`src/rtl/led_blink_pkg.sv`:
```
package led_blink_pkg;
  localparam int LED_N   = 8;
  localparam int GEN_N   = 2;
  localparam int CNT_W   = 8;
  localparam int STEPS   = 1 << CNT_W;
  localparam int BASE_HZ = 152;

  typedef enum logic [1:0] {
    SRC_OFF  = 2'b00,
    SRC_ON   = 2'b01,
    SRC_GEN0 = 2'b10,
    SRC_GEN1 = 2'b11
  } led_src_e;
endpackage

```
`src/rtl/blink_step_div.sv`:
```
module blink_step_div #(
  parameter int DIV = 1285
) (
  input  logic clk_i,
  input  logic rst_ni,
  output logic step_o
);
  localparam int CW = (DIV > 1) ? $clog2(DIV) : 1;
  localparam logic [CW-1:0] LAST = CW'(DIV - 1);

  logic [CW-1:0] cnt_q;

  always_ff @(posedge clk_i or negedge rst_ni) begin
    if (!rst_ni) cnt_q <= '0;
    else if (cnt_q == LAST) cnt_q <= '0;
    else cnt_q <= cnt_q + 1'b1;
  end

  assign step_o = (cnt_q == LAST);

  AST_DIV_RANGE: assert property (@(posedge clk_i) disable iff (!rst_ni)
    cnt_q <= LAST);
endmodule

```
`src/rtl/blink_pwm_gen.sv`:
```
module blink_pwm_gen
  import led_blink_pkg::*;
(
  input  logic             clk_i,
  input  logic             rst_ni,
  input  logic             step_i,
  input  logic [CNT_W-1:0] psc_i,
  input  logic [CNT_W-1:0] duty_i,
  output logic             on_o
);
  logic [CNT_W-1:0] psc_cnt_q, phase_q, psc_act_q, duty_act_q;
  logic adv, wrap;

  assign adv  = step_i && (psc_cnt_q == psc_act_q);
  assign wrap = adv && (phase_q == '1);

  always_ff @(posedge clk_i or negedge rst_ni) begin
    if (!rst_ni) begin
      psc_cnt_q  <= '0;
      phase_q    <= '0;
      psc_act_q  <= '0;
      duty_act_q <= '0;
    end else if (step_i) begin
      if (adv) begin
        psc_cnt_q <= '0;
        phase_q   <= phase_q + 1'b1;
        if (wrap) begin
          // shadow load only at the period boundary
          psc_act_q  <= psc_i;
          duty_act_q <= duty_i;
        end
      end else begin
        psc_cnt_q <= psc_cnt_q + 1'b1;
      end
    end
  end

  assign on_o = (phase_q < duty_act_q);

  AST_PHASE_STEP: assert property (@(posedge clk_i) disable iff (!rst_ni)
    adv |=> phase_q == $past(phase_q) + 1'b1);
  AST_PHASE_HOLD: assert property (@(posedge clk_i) disable iff (!rst_ni)
    !adv |=> $stable(phase_q));
  AST_SHADOW_HOLD: assert property (@(posedge clk_i) disable iff (!rst_ni)
    !wrap |=> $stable(duty_act_q) && $stable(psc_act_q));
  AST_ZERO_DARK: assert property (@(posedge clk_i) disable iff (!rst_ni)
    duty_act_q == '0 |-> !on_o);
endmodule

```
`src/rtl/led_src_mux.sv`:
```
module led_src_mux
  import led_blink_pkg::*;
(
  input  logic             clk_i,
  input  logic             rst_ni,
  input  logic [1:0]       sel_i,
  input  logic [GEN_N-1:0] gen_on_i,
  output logic             oe_o
);
  logic oe_d, oe_q;

  always_comb begin
    unique case (led_src_e'(sel_i))
      SRC_OFF:  oe_d = 1'b0;
      SRC_ON:   oe_d = 1'b1;
      SRC_GEN0: oe_d = gen_on_i[0];
      SRC_GEN1: oe_d = gen_on_i[1];
      default:  oe_d = 1'b0;
    endcase
  end

  always_ff @(posedge clk_i or negedge rst_ni) begin
    if (!rst_ni) oe_q <= 1'b0;
    else oe_q <= oe_d;
  end

  assign oe_o = oe_q;

  AST_SRC_OFF: assert property (@(posedge clk_i) disable iff (!rst_ni)
    sel_i == SRC_OFF |=> !oe_o);
  AST_SRC_ON: assert property (@(posedge clk_i) disable iff (!rst_ni)
    sel_i == SRC_ON |=> oe_o);
  AST_SRC_GEN1: assert property (@(posedge clk_i) disable iff (!rst_ni)
    sel_i == SRC_GEN1 |=> oe_o == $past(gen_on_i[1]));
endmodule

```
`src/rtl/led_blink_engine.sv`:
```
module led_blink_engine
  import led_blink_pkg::*;
#(
  parameter int CLK_HZ       = 50_000_000,
  parameter int DIV_OVERRIDE = 0
) (
  input  logic       clk_i,
  input  logic       rst_ni,
  input  logic [7:0] psc0_i,
  input  logic [7:0] duty0_i,
  input  logic [7:0] psc1_i,
  input  logic [7:0] duty1_i,
  input  logic [7:0] sel_lo_i,
  input  logic [7:0] sel_hi_i,
  output logic [7:0] led_oe_o
);
  localparam int AUTO_DIV = CLK_HZ / (BASE_HZ * STEPS);
  localparam int STEP_DIV = (DIV_OVERRIDE != 0) ? DIV_OVERRIDE :
                            ((AUTO_DIV < 1) ? 1 : AUTO_DIV);

  logic                 step;
  logic [CNT_W-1:0]     psc_a  [GEN_N];
  logic [CNT_W-1:0]     duty_a [GEN_N];
  logic [GEN_N-1:0]     gen_on;
  logic [2*LED_N-1:0]   sel_all;

  assign psc_a[0]  = psc0_i;
  assign psc_a[1]  = psc1_i;
  assign duty_a[0] = duty0_i;
  assign duty_a[1] = duty1_i;
  assign sel_all   = {sel_hi_i, sel_lo_i};

  blink_step_div #(.DIV(STEP_DIV)) u_div (
    .clk_i  (clk_i),
    .rst_ni (rst_ni),
    .step_o (step)
  );

  for (genvar g = 0; g < GEN_N; g++) begin : g_gen
    blink_pwm_gen u_gen (
      .clk_i  (clk_i),
      .rst_ni (rst_ni),
      .step_i (step),
      .psc_i  (psc_a[g]),
      .duty_i (duty_a[g]),
      .on_o   (gen_on[g])
    );
  end

  for (genvar n = 0; n < LED_N; n++) begin : g_led
    led_src_mux u_mux (
      .clk_i    (clk_i),
      .rst_ni   (rst_ni),
      .sel_i    (sel_all[2*n+1 -: 2]),
      .gen_on_i (gen_on),
      .oe_o     (led_oe_o[n])
    );
  end

  AST_RST_DARK: assert property (@(posedge clk_i)
    !rst_ni |-> led_oe_o == '0);
endmodule

```
`config.mk`:
```
export PLATFORM = sky130hd
export DESIGN_NAME = led_blink_engine
export DESIGN_NICKNAME = d
export VERILOG_FILES = /design/src/rtl/led_blink_pkg.sv /design/src/rtl/blink_step_div.sv /design/src/rtl/blink_pwm_gen.sv /design/src/rtl/led_src_mux.sv /design/src/rtl/led_blink_engine.sv
export SDC_FILE = /design/constraint.sdc
export NUM_CORES = 1
export LEC_CHECK = 0
export BUFFER_PORTS_ARGS = -buffer_cell sky130_fd_sc_hd__buf_2
export CORE_MARGIN = 2
export CORE_UTILIZATION = 60
export DETAILED_ROUTE_END_ITERATION = 8
export PLACE_DENSITY = 0.9
export SLEW_MARGIN = 20
export SYNTH_ARGS = -nofsm -noshare
export SYNTH_HDL_FRONTEND = slang
export SYNTH_HIERARCHICAL = 1
export SYNTH_SLANG_ARGS = --single-unit
```
`constraint.sdc`:
```
create_clock -name clk_i -period 4.5 [get_ports clk_i]
set_input_delay 0.675 -clock clk_i [delete_from_list [all_inputs] [get_ports clk_i]]
set_output_delay 0.675 -clock clk_i [all_outputs]
set_load 0.01 [all_outputs]
```
==> results.sh, run 1 <==
export IMPL_coreArea_um2=6680
export IMPL_p_clk_share_pct=44.8
export IMPL_synthArstFlopShare_pct=100
export IMPL_ir_worst_vdd_v=0.000226
export IMPL_via_per_inst=5.52
export IMPL_io_pins=58
export IMPL_routed_wl_um=7490
export IMPL_synth_flop_cell="dfrtp_1"
export IMPL_fin_tns_setup_ns=0
export IMPL_yosysTopAreaCell="dfrtp_1"
export IMPL_nNetsFinal=474
export IMPL_p_per_area_nw_per_um2=312
export IMPL_synthDistinctLibCells=43
export IMPL_cts_buffers=9
export IMPL_pre_cts_ws_ns=1.20
export IMPL_fin_crit_sh_pct=73.4
export IMPL_yosysMostFrequentCell="dfrtp_1"
export IMPL_first_pass_iters=5
export IMPL_hold_viol=0
export IMPL_num_vias=2707
export IMPL_die_h_um=86.5
export IMPL_crit_type="reg -> reg"
export IMPL_cts_hold_buf=0
export IMPL_setup_viol=0
export IMPL_synth_area_leaders="dfrtp_1 (51%), xnor2_1 (8.2%), ha_1 (5.8%)"
export IMPL_p_leak_nw=2.24
export IMPL_cts_resized=0
export IMPL_remaining_drc_errors=0
export IMPL_routedWlPerCell_um=15.3
export IMPL_clk_pin_slew_ns=0.08
export IMPL_die_area_um2=7480
export IMPL_htreeDepth=3
export IMPL_share_comb_of_total_power_pct=3.4
export IMPL_fillCellCount=482
export IMPL_critical_path_max_stage_delay_ns=0.74
export IMPL_netlist_instances=343
export IMPL_netlist_top_cells_count="dfrtp_1 (83), xnor2_1 (38), inv_1 (26)"
export IMPL_grt_pass1_wl_um=12900
export IMPL_p_switching_mw=0.292
export IMPL_rows=30
export IMPL_root_buffer="clkbuf_8"
export IMPL_grt_overflow=0
export IMPL_crit_path_top_delay_cell="and4_1"
export IMPL_synth_edf_count=0
export IMPL_synth_area_um2=4080
export IMPL_drive_gt1_share_pct=25.4
export IMPL_path_cells="ha_1 > nor4b_1 > and4_1 > buf_4 > nand4_1 > nor3_4 > and4_1 > mux2_2"
export IMPL_cp_arrival_ns=3.55
export IMPL_drv_cap=0
export IMPL_yosys_warnings=6
export IMPL_setup_ws_ns=1.20
export IMPL_drv_slew=0
export IMPL_fmax_mhz=303
export IMPL_die_w_um=86.5
export IMPL_gp_congestion=0.799
export IMPL_required_ns=4.75
export IMPL_worst_hold_path_type="in -> async"
export IMPL_cts_sinks=83
export IMPL_cts_setup_buffers=0
export IMPL_p_seq_share_pct=51.9
export IMPL_dp_hpwl_um=5390
export IMPL_critPathMostFrequentCell="and4_1"
export IMPL_critPathCaptureType="flip-flop"
export IMPL_antenna_found_initial=0
export IMPL_layout_min_cycle_time_ns=3.30
export IMPL_swShare_pct=20.1
export IMPL_grt_util_all_layers_pct=22.1
export IMPL_ctsLongestPathBuffers=2
export IMPL_multi_input_area_um2=1820
export IMPL_grt_max_degree=84
export IMPL_ant_nets=0
export IMPL_start_util_pct=61.1
export IMPL_worst_pin_slew_ns=0.984
export IMPL_skew_ns=0.0108
export IMPL_syn_nets=412
export IMPL_grt_pass1_vias=2838
export IMPL_clock_latency_ns=0.36
export IMPL_avgSynthCellArea_um2=11.9
export IMPL_status="finished clean"
export IMPL_intPower_mw=1.16
export IMPL_cts_tree="done"
export IMPL_drtIter0Drc=102
export IMPL_port_buffers=57
export IMPL_netlist_area_leader_share_pct=50.9
export IMPL_crit_path_start_kind="flip-flop"
export IMPL_slew_limit_headroom_pct=34.2
export IMPL_synth_seq_cells=83
export IMPL_diodes=0
export IMPL_crit_path_max_fanout=22
export IMPL_ys_seq_area_share_pct=50.9
export IMPL_register_area_um2=2080
export IMPL_grt_setup_unrepaired="false"
export IMPL_area_delta_synth_final_pct=13.7
==> metal layers <==
metal	global-route usage (%)	share of wire [%]
met5	0	0
met4	5.54	0.68
met3	6.95	4.2
met2	37.3	53
met1	27.6	43
==> final cells by class <==
class	instances	area share (%)
inverter	26	2.10
sequential	83	44.8
tap	80	2.16
clock buffer	10	2.97
multi-input combinational	227	39.1
timing repair buffer	58	6.45
clock inverter	6	2.43
==> stage by stage <==
stage | area, um^2 | hold WS [ns] | power [mW] | util [%] | instances
after floorplan | 4080 | 0.379 | 0.773 | - | 343
after global placement | 4390 | 0.444 | 0.813 | 65.6 | 474
after detailed placement | 4390 | 0.468 | 0.815 | 65.6 | 474
after CTS | 4640 | 0.478 | 1.46 | 69.4 | 490
after global routing | 4640 | 0.412 | 1.51 | 69.4 | 490
final | 4640 | 0.346 | 1.45 | 69.4 | 490
==> worst paths after layout <==
kind                                               start                                  endpoint  slack (ns)  cells past startpoint
worst max-delay path            u_div/cnt_q[0]$_DFF_PN0_  g_gen[1].u_gen/duty_act_q[0]$_DFFE_PN0P_        1.20                      8
worst min-delay path                              rst_ni   g_gen[0].u_gen/psc_act_q[2]$_DFFE_PN0P_        0.35                      1
worst max register to register  u_div/cnt_q[0]$_DFF_PN0_  g_gen[1].u_gen/duty_act_q[0]$_DFFE_PN0P_        1.20                      8
worst min register to register  u_div/cnt_q[0]$_DFF_PN0_                  u_div/cnt_q[0]$_DFF_PN0_        0.48                      1
max in group asynchronous                         rst_ni  g_gen[0].u_gen/duty_act_q[7]$_DFFE_PN0P_        3.65                      1
min in group clk_i              u_div/cnt_q[0]$_DFF_PN0_                  u_div/cnt_q[0]$_DFF_PN0_        0.48                      1
==> state kept, by name (all words and copies together) (netlist names) <==
signal,count
g_gen.u_gen/duty_act_q,16
g_gen.u_gen/psc_cnt_q,16
g_gen.u_gen/phase_q,16
g_gen.u_gen/psc_act_q,16
u_div/cnt_q,11
g_led.u_mux/oe_o,8
==> power groups by stage <==
stage	combinational [mW]	sequential [mW]	clock, mW
5_1_grt	0.0554	0.751	0.700
3_3_place_gp	0.0476	0.765	0
2_1_floorplan	0.00451	0.768	0
4_1_cts	0.0498	0.751	0.664
6_report	0.0486	0.751	0.648
3_5_place_dp	0.0495	0.765	0
==> worst max-delay path, delay by kind of cell (launching register included) <==
family	cells	cell delay (ns)
AND/OR/NAND/NOR	5	1.94
multiplexers	1	0.41
flip-flops	1	0.39
adder cells (fa/ha/maj)	1	0.23
buffers and inverters	1	0.23
==> cells in the final DEF, fill, tap and decap left out, types with 2 or more instances in the layout <==
cell       count
dfrtp_1       83
buf_2         56
xnor2_1       38
inv_1         26
nor2_1        21
nand2_1       20
ha_1          19
nand4_1       15
mux2_2        14
xor2_1        11
clkbuf_8      10
mux2_4        10
mux2_1        10
a21oi_1       10
and3_1         8
a31oi_1        8
a21o_1         5
nand3_1        5
nand2b_1       4
bufinv_16      3
nor3_1         3
clkinv_4       2
o22ai_1        2
o21ai_0        2
a211oi_1       2
and4_1         2
o31ai_1        2
or4_1          2
==> kinds of logic after synthesis <==
group | count (synthesis) | share of synthesized area, %
mux | 34 | 10.3
xor+xnor | 49 | 10.5
buf+inv | 33 | 4.60
flops | 83 | 50.9
fa+ha+maj | 19 | 5.83
simple gates | 90 | 12.3
compound gates | 35 | 5.52
Note: power is estimated with default switching activity, not from simulation.
==> run 2: changes to the inputs <==
CORE_UTILIZATION = 57   (was 60)
PLACE_DENSITY = 0.86   (was 0.9)
clock period = 3.4 ns   (was 4.5 ns; I/O delays follow)
==> results.sh, run 2 (synthesis gave the netlist of run 1 again) <==
export IMPL_stdcell_count=511
export IMPL_htreeDepth=3
export IMPL_die_h_um=88.6
export IMPL_grt_util_all_layers_pct=20.9
export IMPL_grt_max_degree=84
export IMPL_crit_type="reg -> reg"
export IMPL_grt_setup_unrepaired="false"
export IMPL_layout_common_cells="dfrtp_1 (83), buf_2 (56), xnor2_1 (38), inv_1 (26), nor2_1 (21)"
export IMPL_cp_arrival_ns=2.97
export IMPL_critPathCaptureType="flip-flop"
export IMPL_rows=30
export IMPL_start_util_pct=59.4
export IMPL_stdcell_area_um2=4670
export IMPL_postPlaceCellArea_um2=4440
export IMPL_postLayoutCoreUtil_pct=67.9
export IMPL_routed_wl_um=7400
export IMPL_antenna_found_initial=0
export IMPL_setup_viol=0
export IMPL_drtIter0Drc=105
export IMPL_p_clk_share_pct=42.2
export IMPL_worst_hold_path_type="in -> async"
export IMPL_fin_crit_sh_pct=80.1
export IMPL_drive_gt1_share_pct=25.8
export IMPL_fin_tns_setup_ns=0
export IMPL_p_per_area_nw_per_um2=392
export IMPL_nNetsFinal=479
export IMPL_placed_cells=495
export IMPL_hold_ws_ns=0.185
export IMPL_num_vias=2721
export IMPL_die_w_um=88.6
export IMPL_grt_pass1_vias=2812
export IMPL_cts_resized=0
export IMPL_total_power_mw=1.83
export IMPL_clk_pin_slew_ns=0.08
export IMPL_routedWlPerCell_um=14.5
export IMPL_fmax_mhz=367
export IMPL_reg2reg_to="g_gen[0].u_gen/psc_act_q[7]$_DFFE_PN0P_"
export IMPL_regToRegSetupSlack_ns=0.68
export IMPL_skew_ns=0.00806
export IMPL_slew_limit_headroom_pct=36.7
export IMPL_root_buffer="clkbuf_8"
export IMPL_hold_viol=0
export IMPL_coreArea_um2=6870
export IMPL_ff2ff_path_depth=9
export IMPL_intPower_mw=1.45
export IMPL_dp_hpwl_um=5220
export IMPL_diodes=0
export IMPL_r2r_start="u_div/cnt_q[0]$_DFF_PN0_"
export IMPL_cts_sinks=83
export IMPL_gp_congestion=0.850
export IMPL_status="finished clean"
export IMPL_port_buffers=57
export IMPL_share_comb_of_total_power_pct=3.5
export IMPL_p_leak_nw=2.25
export IMPL_ant_nets=0
export IMPL_die_area_um2=7850
export IMPL_grt_overflow=0
export IMPL_layout_min_cycle_time_ns=2.72
export IMPL_ctsLongestPathBuffers=2
export IMPL_first_pass_iters=5
export IMPL_cts_hold_buf=0
export IMPL_p_seq_share_pct=54.3
export IMPL_required_ns=3.65
export IMPL_setup_ws_ns=0.678
export IMPL_cts_buffers=9
export IMPL_cts_tree="done"
export IMPL_p_switching_mw=0.375
export IMPL_crit_path_max_fanout=13
export IMPL_via_per_inst=5.32
export IMPL_drv_cap=0
export IMPL_grt_pass1_wl_um=12500
export IMPL_crit_path_start_kind="flip-flop"
export IMPL_remaining_drc_errors=0
export IMPL_ir_worst_vdd_v=0.000443
export IMPL_pre_cts_ws_ns=0.721
export IMPL_swShare_pct=20.5
export IMPL_area_delta_synth_final_pct=14.4
export IMPL_io_pins=58
export IMPL_cts_setup_buffers=0
export IMPL_clock_latency_ns=0.36
export IMPL_worst_pin_slew_ns=0.944
export IMPL_layout_commonest_cell="dfrtp_1"
export IMPL_drv_slew=0
## run 2: cell types whose count changed in the layout (fill, tap and decap cells not counted)
cell	before	now
buf_4	1	6
clkbuf_1	0	2
bufinv_16	3	2
clkinv_4	2	1
## run 2: routing by layer
layer	up-vias	track usage, %	share of wire (%)
met5	-	0	0
met1	1317	25.0	44
met2	64	35.4	50
met3	15	7.93	4.5
li1	1325	-	-
met4	0	6.20	1.9
## run 2: cell type report
cell class,count,area (um^2)
clock inverters,4,73.8
well taps,96,120
inverters,26,97.6
flip-flops and latches,83,2080
fillers,493,2200
repair buffers,63,337
clock buffers,12,145
multi-input cells,227,1820
## run 2: worst max-delay path, cell delays in order (launching register included)
cell     delay (ns)
dfrtp_1        0.39
ha_1           0.24
nor4b_1        0.22
and4_1         0.24
buf_4          0.16
nand2_1        0.09
nor4_4         0.28
and3_1         0.33
buf_4          0.29
mux2_2         0.36
## run 2: power groups by stage
stage / clock [mW] / combinational, mW / sequential, mW
after CTS: 0.794 / 0.0659 / 0.993
after global placement: 0 / 0.0632 / 1.01
final: 0.771 / 0.0648 / 0.993
after floorplan: 0 / 0.00596 / 1.02
after global routing: 0.833 / 0.0736 / 0.994
after detailed placement: 0 / 0.0651 / 1.01
## run 2: worst max-delay path by stage
stage / startpoint / to / slack, ns / cells past startpoint
detailed placement: u_div/cnt_q[0]$_DFF_PN0_ / g_gen[0].u_gen/psc_act_q[7]$_DFFE_PN0P_ / 0.72 / 9
floorplan: u_div/cnt_q[0]$_DFF_PN0_ / g_gen[0].u_gen/duty_act_q[4]$_DFFE_PN0P_ / 0.59 / 11
global placement: u_div/cnt_q[0]$_DFF_PN0_ / g_gen[0].u_gen/psc_act_q[7]$_DFFE_PN0P_ / 0.80 / 9
global route: u_div/cnt_q[0]$_DFF_PN0_ / g_gen[0].u_gen/duty_act_q[0]$_DFFE_PN0P_ / 0.47 / 9
CTS: u_div/cnt_q[0]$_DFF_PN0_ / g_gen[0].u_gen/psc_act_q[7]$_DFFE_PN0P_ / 0.68 / 9
finish: u_div/cnt_q[0]$_DFF_PN0_ / g_gen[0].u_gen/psc_act_q[7]$_DFFE_PN0P_ / 0.68 / 9
